$ cat config.mk
export PLATFORM = sky130hd
export DESIGN_NAME = defl_out_alloc
export DESIGN_NICKNAME = d
export VERILOG_FILES = /design/src/rtl/dfl_pkg.sv /design/src/rtl/dfl_route_req.sv /design/src/rtl/dfl_age_sort.sv /design/src/rtl/dfl_seq_alloc.sv /design/src/rtl/defl_out_alloc.sv
export SDC_FILE = /design/constraint.sdc
export NUM_CORES = 1
export LEC_CHECK = 0
export BUFFER_PORTS_ARGS = -buffer_cell sky130_fd_sc_hd__buf_2
export CAP_MARGIN = 10
export CORE_ASPECT_RATIO = 0.6
export CORE_UTILIZATION = 65
export DETAILED_ROUTE_END_ITERATION = 8
export GPL_TIMING_DRIVEN = 0
export PLACE_DENSITY_LB_ADDON = 0.12
export SLEW_MARGIN = 20
export SYNTH_ARGS = -nofsm -noshare
export SYNTH_HDL_FRONTEND = slang
export SYNTH_SLANG_ARGS = --single-unit
$ cat constraint.sdc
create_clock -name clk_i -period 1.1 [get_ports clk_i]
set_input_delay 0.22 -clock clk_i [delete_from_list [all_inputs] [get_ports clk_i]]
set_output_delay 0.22 -clock clk_i [all_outputs]
set_load 0.05 [all_outputs]
$ cat src/rtl/dfl_pkg.sv
package dfl_pkg;
  localparam int NUM_LINK = 4;
  localparam int NUM_OUT  = NUM_LINK + 1;
  localparam int P_N = 0;
  localparam int P_E = 1;
  localparam int P_S = 2;
  localparam int P_W = 3;
  localparam int P_L = 4;

  typedef logic [NUM_LINK-1:0] link_vec_t;
  typedef logic [NUM_OUT-1:0]  out_vec_t;
endpackage

$ cat src/rtl/dfl_route_req.sv
module dfl_route_req
  import dfl_pkg::*;
#(
  parameter int COORD_W = 3
) (
  input  logic               mdr_i,
  input  logic [COORD_W-1:0] loc_x_i,
  input  logic [COORD_W-1:0] loc_y_i,
  input  logic [COORD_W-1:0] dst_x_i,
  input  logic [COORD_W-1:0] dst_y_i,
  output link_vec_t          first_o,
  output link_vec_t          second_o,
  output logic               local_o
);
  logic      x_ne, y_ne;
  link_vec_t x_dir, y_dir;

  always_comb begin
    x_ne  = (dst_x_i != loc_x_i);
    y_ne  = (dst_y_i != loc_y_i);
    x_dir = '0;
    y_dir = '0;
    if (x_ne) begin
      if (dst_x_i > loc_x_i) x_dir[P_E] = 1'b1;
      else                   x_dir[P_W] = 1'b1;
    end
    if (y_ne) begin
      if (dst_y_i > loc_y_i) y_dir[P_N] = 1'b1;
      else                   y_dir[P_S] = 1'b1;
    end
    local_o = !x_ne && !y_ne;
    // X first; the Y choice is a fallback only in multi-direction mode
    if (x_ne) begin
      first_o  = x_dir;
      second_o = mdr_i ? y_dir : '0;
    end else begin
      first_o  = y_dir;
      second_o = '0;
    end
  end
endmodule

$ cat src/rtl/dfl_age_sort.sv
module dfl_age_sort #(
  parameter  int N     = 4,
  parameter  int AGE_W = 4,
  localparam int IDX_W = $clog2(N)
) (
  input  logic [N-1:0]       valid_i,
  input  logic [N*AGE_W-1:0] age_i,
  output logic [N*IDX_W-1:0] order_o
);
  typedef struct packed {
    logic             v;
    logic [AGE_W-1:0] age;
    logic [IDX_W-1:0] idx;
  } key_t;

  function automatic logic older(input logic [AGE_W-1:0] a, input logic [AGE_W-1:0] b);
    logic [AGE_W-1:0] d;
    d = a - b;
    return (d != '0) && !d[AGE_W-1];
  endfunction

  // valid before invalid, then age, then port index
  function automatic logic first_of(input key_t a, input key_t b);
    if (a.v != b.v) return a.v;
    if (older(a.age, b.age)) return 1'b1;
    if (older(b.age, a.age)) return 1'b0;
    return a.idx < b.idx;
  endfunction

  key_t stg [0:N][0:N-1];

  // odd-even transposition network, N stages
  for (genvar i = 0; i < N; i++) begin : g_in
    assign stg[0][i] = '{v: valid_i[i], age: age_i[i*AGE_W +: AGE_W], idx: IDX_W'(i)};
  end

  for (genvar s = 0; s < N; s++) begin : g_stage
    for (genvar i = 0; i < N; i++) begin : g_pos
      localparam bit LO = ((i % 2) == (s % 2)) && (i + 1 < N);
      localparam bit HI = ((i % 2) != (s % 2)) && (i > 0);
      if (LO) begin : g_lo
        assign stg[s+1][i] = first_of(stg[s][i+1], stg[s][i]) ? stg[s][i+1] : stg[s][i];
      end else if (HI) begin : g_hi
        assign stg[s+1][i] = first_of(stg[s][i], stg[s][i-1]) ? stg[s][i-1] : stg[s][i];
      end else begin : g_pass
        assign stg[s+1][i] = stg[s][i];
      end
    end
  end

  for (genvar i = 0; i < N; i++) begin : g_out
    assign order_o[i*IDX_W +: IDX_W] = stg[N][i].idx;
  end
endmodule

$ cat src/rtl/dfl_seq_alloc.sv
module dfl_seq_alloc
  import dfl_pkg::*;
#(
  parameter  int N     = NUM_LINK,
  localparam int IDX_W = $clog2(N)
) (
  input  logic [N*IDX_W-1:0]  order_i,
  input  logic [N-1:0]        valid_i,
  input  link_vec_t [N-1:0]   first_i,
  input  link_vec_t [N-1:0]   second_i,
  input  logic [N-1:0]        local_i,
  input  link_vec_t           present_i,
  output out_vec_t [N-1:0]    grant_o,
  output logic [N-1:0]        deflect_o
);
  always_comb begin
    link_vec_t        free_v;
    link_vec_t        pick;
    logic             ej_free;
    logic [IDX_W-1:0] id;
    grant_o   = '0;
    deflect_o = '0;
    free_v    = present_i;
    ej_free   = 1'b1;
    pick      = '0;
    for (int k = 0; k < N; k++) begin
      id = order_i[k*IDX_W +: IDX_W];
      if (valid_i[id]) begin
        if (local_i[id] && ej_free) begin
          grant_o[id][P_L] = 1'b1;
          ej_free          = 1'b0;
        end else begin
          if (|(first_i[id] & free_v)) begin
            pick = first_i[id] & free_v;
          end else if (|(second_i[id] & free_v)) begin
            pick = second_i[id] & free_v;
          end else begin
            pick          = free_v & (~free_v + 1'b1);
            deflect_o[id] = 1'b1;
          end
          grant_o[id][NUM_LINK-1:0] = pick;
          free_v = free_v & ~pick;
        end
      end
    end
  end
endmodule

$ cat src/rtl/defl_out_alloc.sv
module defl_out_alloc
  import dfl_pkg::*;
#(
  parameter  int MESH_X  = 8,
  parameter  int MESH_Y  = 8,
  parameter  int AGE_W   = 4,
  localparam int COORD_W = $clog2((MESH_X > MESH_Y) ? MESH_X : MESH_Y),
  localparam int IDX_W   = $clog2(NUM_LINK)
) (
  input  logic                         clk_i,
  input  logic                         rst_ni,
  input  logic                         mdr_mode_i,
  input  logic [COORD_W-1:0]           loc_x_i,
  input  logic [COORD_W-1:0]           loc_y_i,
  input  logic [NUM_LINK-1:0]          flit_valid_i,
  input  logic [NUM_LINK*AGE_W-1:0]    flit_age_i,
  input  logic [NUM_LINK*COORD_W-1:0]  flit_dst_x_i,
  input  logic [NUM_LINK*COORD_W-1:0]  flit_dst_y_i,
  output logic [NUM_LINK*NUM_OUT-1:0]  grant_o,
  output logic [NUM_LINK-1:0]          deflect_o
);
  link_vec_t                 present;
  link_vec_t [NUM_LINK-1:0]  first_w, second_w;
  logic [NUM_LINK-1:0]       local_w;
  logic [NUM_LINK*IDX_W-1:0] order_w;
  out_vec_t [NUM_LINK-1:0]   grant_d;
  logic [NUM_LINK-1:0]       defl_d;

  assign present[P_N] = (loc_y_i != COORD_W'(MESH_Y - 1));
  assign present[P_E] = (loc_x_i != COORD_W'(MESH_X - 1));
  assign present[P_S] = (loc_y_i != '0);
  assign present[P_W] = (loc_x_i != '0);

  for (genvar i = 0; i < NUM_LINK; i++) begin : g_req
    dfl_route_req #(.COORD_W(COORD_W)) u_req (
      .mdr_i    (mdr_mode_i),
      .loc_x_i  (loc_x_i),
      .loc_y_i  (loc_y_i),
      .dst_x_i  (flit_dst_x_i[i*COORD_W +: COORD_W]),
      .dst_y_i  (flit_dst_y_i[i*COORD_W +: COORD_W]),
      .first_o  (first_w[i]),
      .second_o (second_w[i]),
      .local_o  (local_w[i])
    );
  end

  dfl_age_sort #(.N(NUM_LINK), .AGE_W(AGE_W)) u_sort (
    .valid_i (flit_valid_i),
    .age_i   (flit_age_i),
    .order_o (order_w)
  );

  dfl_seq_alloc #(.N(NUM_LINK)) u_alloc (
    .order_i   (order_w),
    .valid_i   (flit_valid_i),
    .first_i   (first_w),
    .second_i  (second_w),
    .local_i   (local_w),
    .present_i (present),
    .grant_o   (grant_d),
    .deflect_o (defl_d)
  );

  always_ff @(posedge clk_i or negedge rst_ni) begin
    if (!rst_ni) begin
      grant_o   <= '0;
      deflect_o <= '0;
    end else begin
      grant_o   <= grant_d;
      deflect_o <= defl_d;
    end
  end
endmodule

==> impl_metrics.env, run 1 <==
export IMPL_synth_edf_count=0
export IMPL_postCtsSetupBuffers=84
export IMPL_async_reset_ff_frac=1.00
export IMPL_io_pins=77
export IMPL_tool_error="[ERROR DPL-0033] detailed placement checks failed during check placement."
export IMPL_ys_ff_latch=24
export IMPL_io_buffer_count=76
export IMPL_cts_max_path_buffers=2
export IMPL_cts_resized=147
export IMPL_yosysTopAreaCell="ha_1"
export IMPL_cts_htree_levels=1
export IMPL_synth_avg_cell_area_um2=7.16
export IMPL_placement_rows=27
export IMPL_synth_seq_area_share=0.0915
export IMPL_cts_root_buffer="clkbuf_16"
export IMPL_ys_warnings_count=0
export IMPL_hpwl_um=19600
export IMPL_routabilityCongestion=1.10
export IMPL_synth_top_area_share=0.111
export IMPL_ys_types=100
export IMPL_placed_area_um2=7490
export IMPL_status="stopped before the end"
export IMPL_die_w_um=132
export IMPL_die_height_um=79.8
export IMPL_ys_flop_type="dfrtp_1"
export IMPL_yosysMostFrequentCell="nor2_1"
export IMPL_cts_hold_buffers=1
export IMPL_netlist_top_cells_area="ha_1 (11%), dfrtp_1 (9.2%), nor2_1 (5.0%)"
export IMPL_start_util=0.691
export IMPL_netlist_top_cells_count="nor2_1 (87), nand2_1 (80), inv_1 (75)"
export IMPL_syn_inst=916
export IMPL_clock_sinks=24
export IMPL_stop_stage="clock tree synthesis"
export IMPL_numCtsBuffers=3
export IMPL_netlist_area_um2=6560
export IMPL_syn_num_nets=1031
==> per-stage QoR <==
stage / utilization / setup slack [ps] / std cells
3_5_place_dp: 0.789 / -10240 / 1122
3_3_place_gp: 0.789 / -10070 / 1122
2_1_floorplan: - / -8110 / 916
==> kinds of logic after synthesis <==
family                     count (synthesis)  share of synthesized area
adders and majority gates                 63                      0.124
and+or+nand+nor                          346                      0.269
buffers and inverters                    100                     0.0631
xor gates and xnor gates                  21                     0.0351
AOI/OAI and AO/OA                        328                      0.363
DFF                                       24                     0.0915
muxes                                     34                     0.0540
==> run 2, diff against run 1 <==
--- a/config.mk
+++ b/config.mk
@@ -7,11 +7,10 @@
 export LEC_CHECK = 0
 export BUFFER_PORTS_ARGS = -buffer_cell sky130_fd_sc_hd__buf_2
 export CAP_MARGIN = 10
-export CORE_ASPECT_RATIO = 0.6
-export CORE_UTILIZATION = 65
+export CORE_UTILIZATION = 40
 export DETAILED_ROUTE_END_ITERATION = 8
 export GPL_TIMING_DRIVEN = 0
-export PLACE_DENSITY_LB_ADDON = 0.12
+export PLACE_DENSITY_LB_ADDON = 0.15
 export SLEW_MARGIN = 20
 export SYNTH_ARGS = -nofsm -noshare
 export SYNTH_HDL_FRONTEND = slang
==> run 2 against run 1 <==
  * The flow now finishes, with violations (negative setup slack)
  * Area after synthesis did not move
  * Synthesized cell count did not move
==> impl_metrics.env, run 2 <==
export IMPL_yosysTopAreaCell="ha_1"
export IMPL_min_period_ps=9790
export IMPL_critPathKind="input port to flip-flop"
export IMPL_grt_pass1_vias=7363
export IMPL_drt_iter0_markers=962
export IMPL_die_area_um2=16900
export IMPL_placement_rows=46
export IMPL_final_period_utilization=8.90
export IMPL_synth_avg_cell_area_um2=7.16
export IMPL_hp_class="input port to flip-flop"
export IMPL_grt_max_degree=25
export IMPL_maxCapViolations=0
export IMPL_hold_viol=0
export IMPL_clk_pin_slew_ps=60
export IMPL_failed_checks="negative setup slack"
export IMPL_antenna_cells=0
export IMPL_ys_flop_type="dfrtp_1"
export IMPL_yosysMostFrequentCell="nor2_1"
export IMPL_layout_drive_gt1_share=0.380
export IMPL_slowest_delay_ps=440
export IMPL_io_pins=77
export IMPL_status="finished with violations"
export IMPL_synth_seq_area_share=0.0915
export IMPL_die_w_um=130
export IMPL_vias=8244
export IMPL_path_max_fanout=8
export IMPL_placed_area_um2=7600
export IMPL_maxSlewViolCount=0
export IMPL_area_growth_pct=45.7
export IMPL_post_route_util=0.600
export IMPL_async_reset_ff_frac=1.00
export IMPL_setup_ws_ps=-8690
export IMPL_grt_use_total=0.294
export IMPL_clock_sinks=24
export IMPL_routed_wl_um=26300
export IMPL_mostFrequentLayoutCell="buf_4"
export IMPL_rsz0062_at_grt="yes"
export IMPL_ys_warnings_count=0
export IMPL_largest_register_ffs=20
export IMPL_synth_edf_count=0
export IMPL_slew_headroom=0.331
export IMPL_netlist_top_cells_area="ha_1 (11%), dfrtp_1 (9.2%), nor2_1 (5.0%)"
export IMPL_start_util=0.412
export IMPL_critical_path_required_ps=1290
export IMPL_netlist_area_um2=6560
export IMPL_whs_ps=351
export IMPL_syn_num_nets=1031
export IMPL_cp_end_kind="flip-flop"
export IMPL_grt_pass1_wl_um=39000
export IMPL_drt_first_pass_iters=7
export IMPL_nNetsFinal=1219
export IMPL_reg_top3="grant_o (20), deflect_o (4)"
export IMPL_startpoint_type="input port"
export IMPL_hpwl_um=19200
export IMPL_drc=0
export IMPL_core_area_um2=15900
export IMPL_ys_ff_latch=24
export IMPL_cpMaxStageDelayCell="a221o_2"
export IMPL_tritoncts="built"
export IMPL_cts_max_path_buffers=2
export IMPL_setup_violations=24
export IMPL_routedWlPerCell_um=19.9
export IMPL_netlist_top_cells_count="nor2_1 (87), nand2_1 (80), inv_1 (75)"
export IMPL_fmax_mhz=102
export IMPL_numCtsBuffers=3
export IMPL_synth_top_area_share=0.111
export IMPL_mostFrequentLayoutCells="buf_4 (100), nor2_1 (81), nand2_1 (73)"
export IMPL_die_height_um=130
export IMPL_stdcell_area_um2=9560
export IMPL_io_buffer_count=76
export IMPL_syn_inst=916
export IMPL_ant_nets=0
export IMPL_ys_types=100
export IMPL_largest_register="grant_o"
export IMPL_antenna_found_initial=0
export IMPL_min_delay_path_depth=3
export IMPL_grt_ovfl_total=0
export IMPL_worstMarginPinSlew_ps=1000
export IMPL_cts_htree_levels=1
export IMPL_cts_root_buffer="clkbuf_16"
export IMPL_vias_per_cell=6.25
export IMPL_arrival_ps=9980
export IMPL_routabilityCongestion=1.02
[run 2: routing by layer]
layer / share of wire / vias to the layer above / GRT usage
li1: - / 3839 / -
met1: 0.44 / 3802 / 0.423
met2: 0.43 / 519 / 0.454
met3: 0.083 / 84 / 0.0242
met4: 0.041 / 0 / 0.107
met5: 0 / - / 0
[run 2: final timing paths]
path / startpoint / to / slack (ps)
max: flit_age_i[14] / grant_o[13] / -8690
max in group asynchronous: rst_ni / grant_o[14] / 270
min: flit_valid_i[0] / grant_o[4] / 350
min in group asynchronous: rst_ni / grant_o[4] / 480
[run 2: per-stage QoR]
step | instances | setup TNS [ps] | setup WS [ps]
after global routing | 1319 | -210060 | -8980
after floorplan | 916 | -189380 | -8110
final | 1319 | -202790 | -8690
after CTS | 1279 | -201730 | -8720
after detailed placement | 1208 | -239240 | -10330
after global placement | 1208 | -237830 | -10320
[run 2: logic make-up (layout without fill, tap and decap cells)]
group / count (synthesis) / in the layout / share of synthesized area
AND/OR/NAND/NOR: 346 / 346 / 0.269
XOR/XNOR: 21 / 21 / 0.0351
AO/OA/AOI/OAI: 328 / 329 / 0.363
flip-flops: 24 / 24 / 0.0915
adder cells (fa/ha/maj): 63 / 63 / 0.124
buffers and inverters: 100 / 286 / 0.0631
multiplexers: 34 / 34 / 0.0540
[run 2: timing repair]
item                                   CTS  global route
gates resized for setup                122            87
hold buffers                             1             0
endpoints found under the hold margin   24             0
cloned                                   1             1
pin swaps                               63            73
buffers inserted                        66            43
setup endpoints to repair               24            25
[run 2: worst max-delay path: cells and delay by family]
family	cells	cell delay, ps
adders and majority gates	7	1820
buffers and inverters	11	1470
and+or+nand+nor	9	2140
muxes	1	230
AOI/OAI and AO/OA	18	3550
xor gates and xnor gates	3	500
[run 2: layout make-up]
type,instances,area [um2]
multi-input combinational,793,6750
fill,1415,6380
timing repair buffer,184,1300
sequential,24,601
inverter,76,293
tap,216,270
buffer,22,259
clock buffer,4,88.8
Power of run 2 is left out: the tool's default activity adds up to more than one toggle a clock period on the data nets, which glitch-free logic cannot reach.
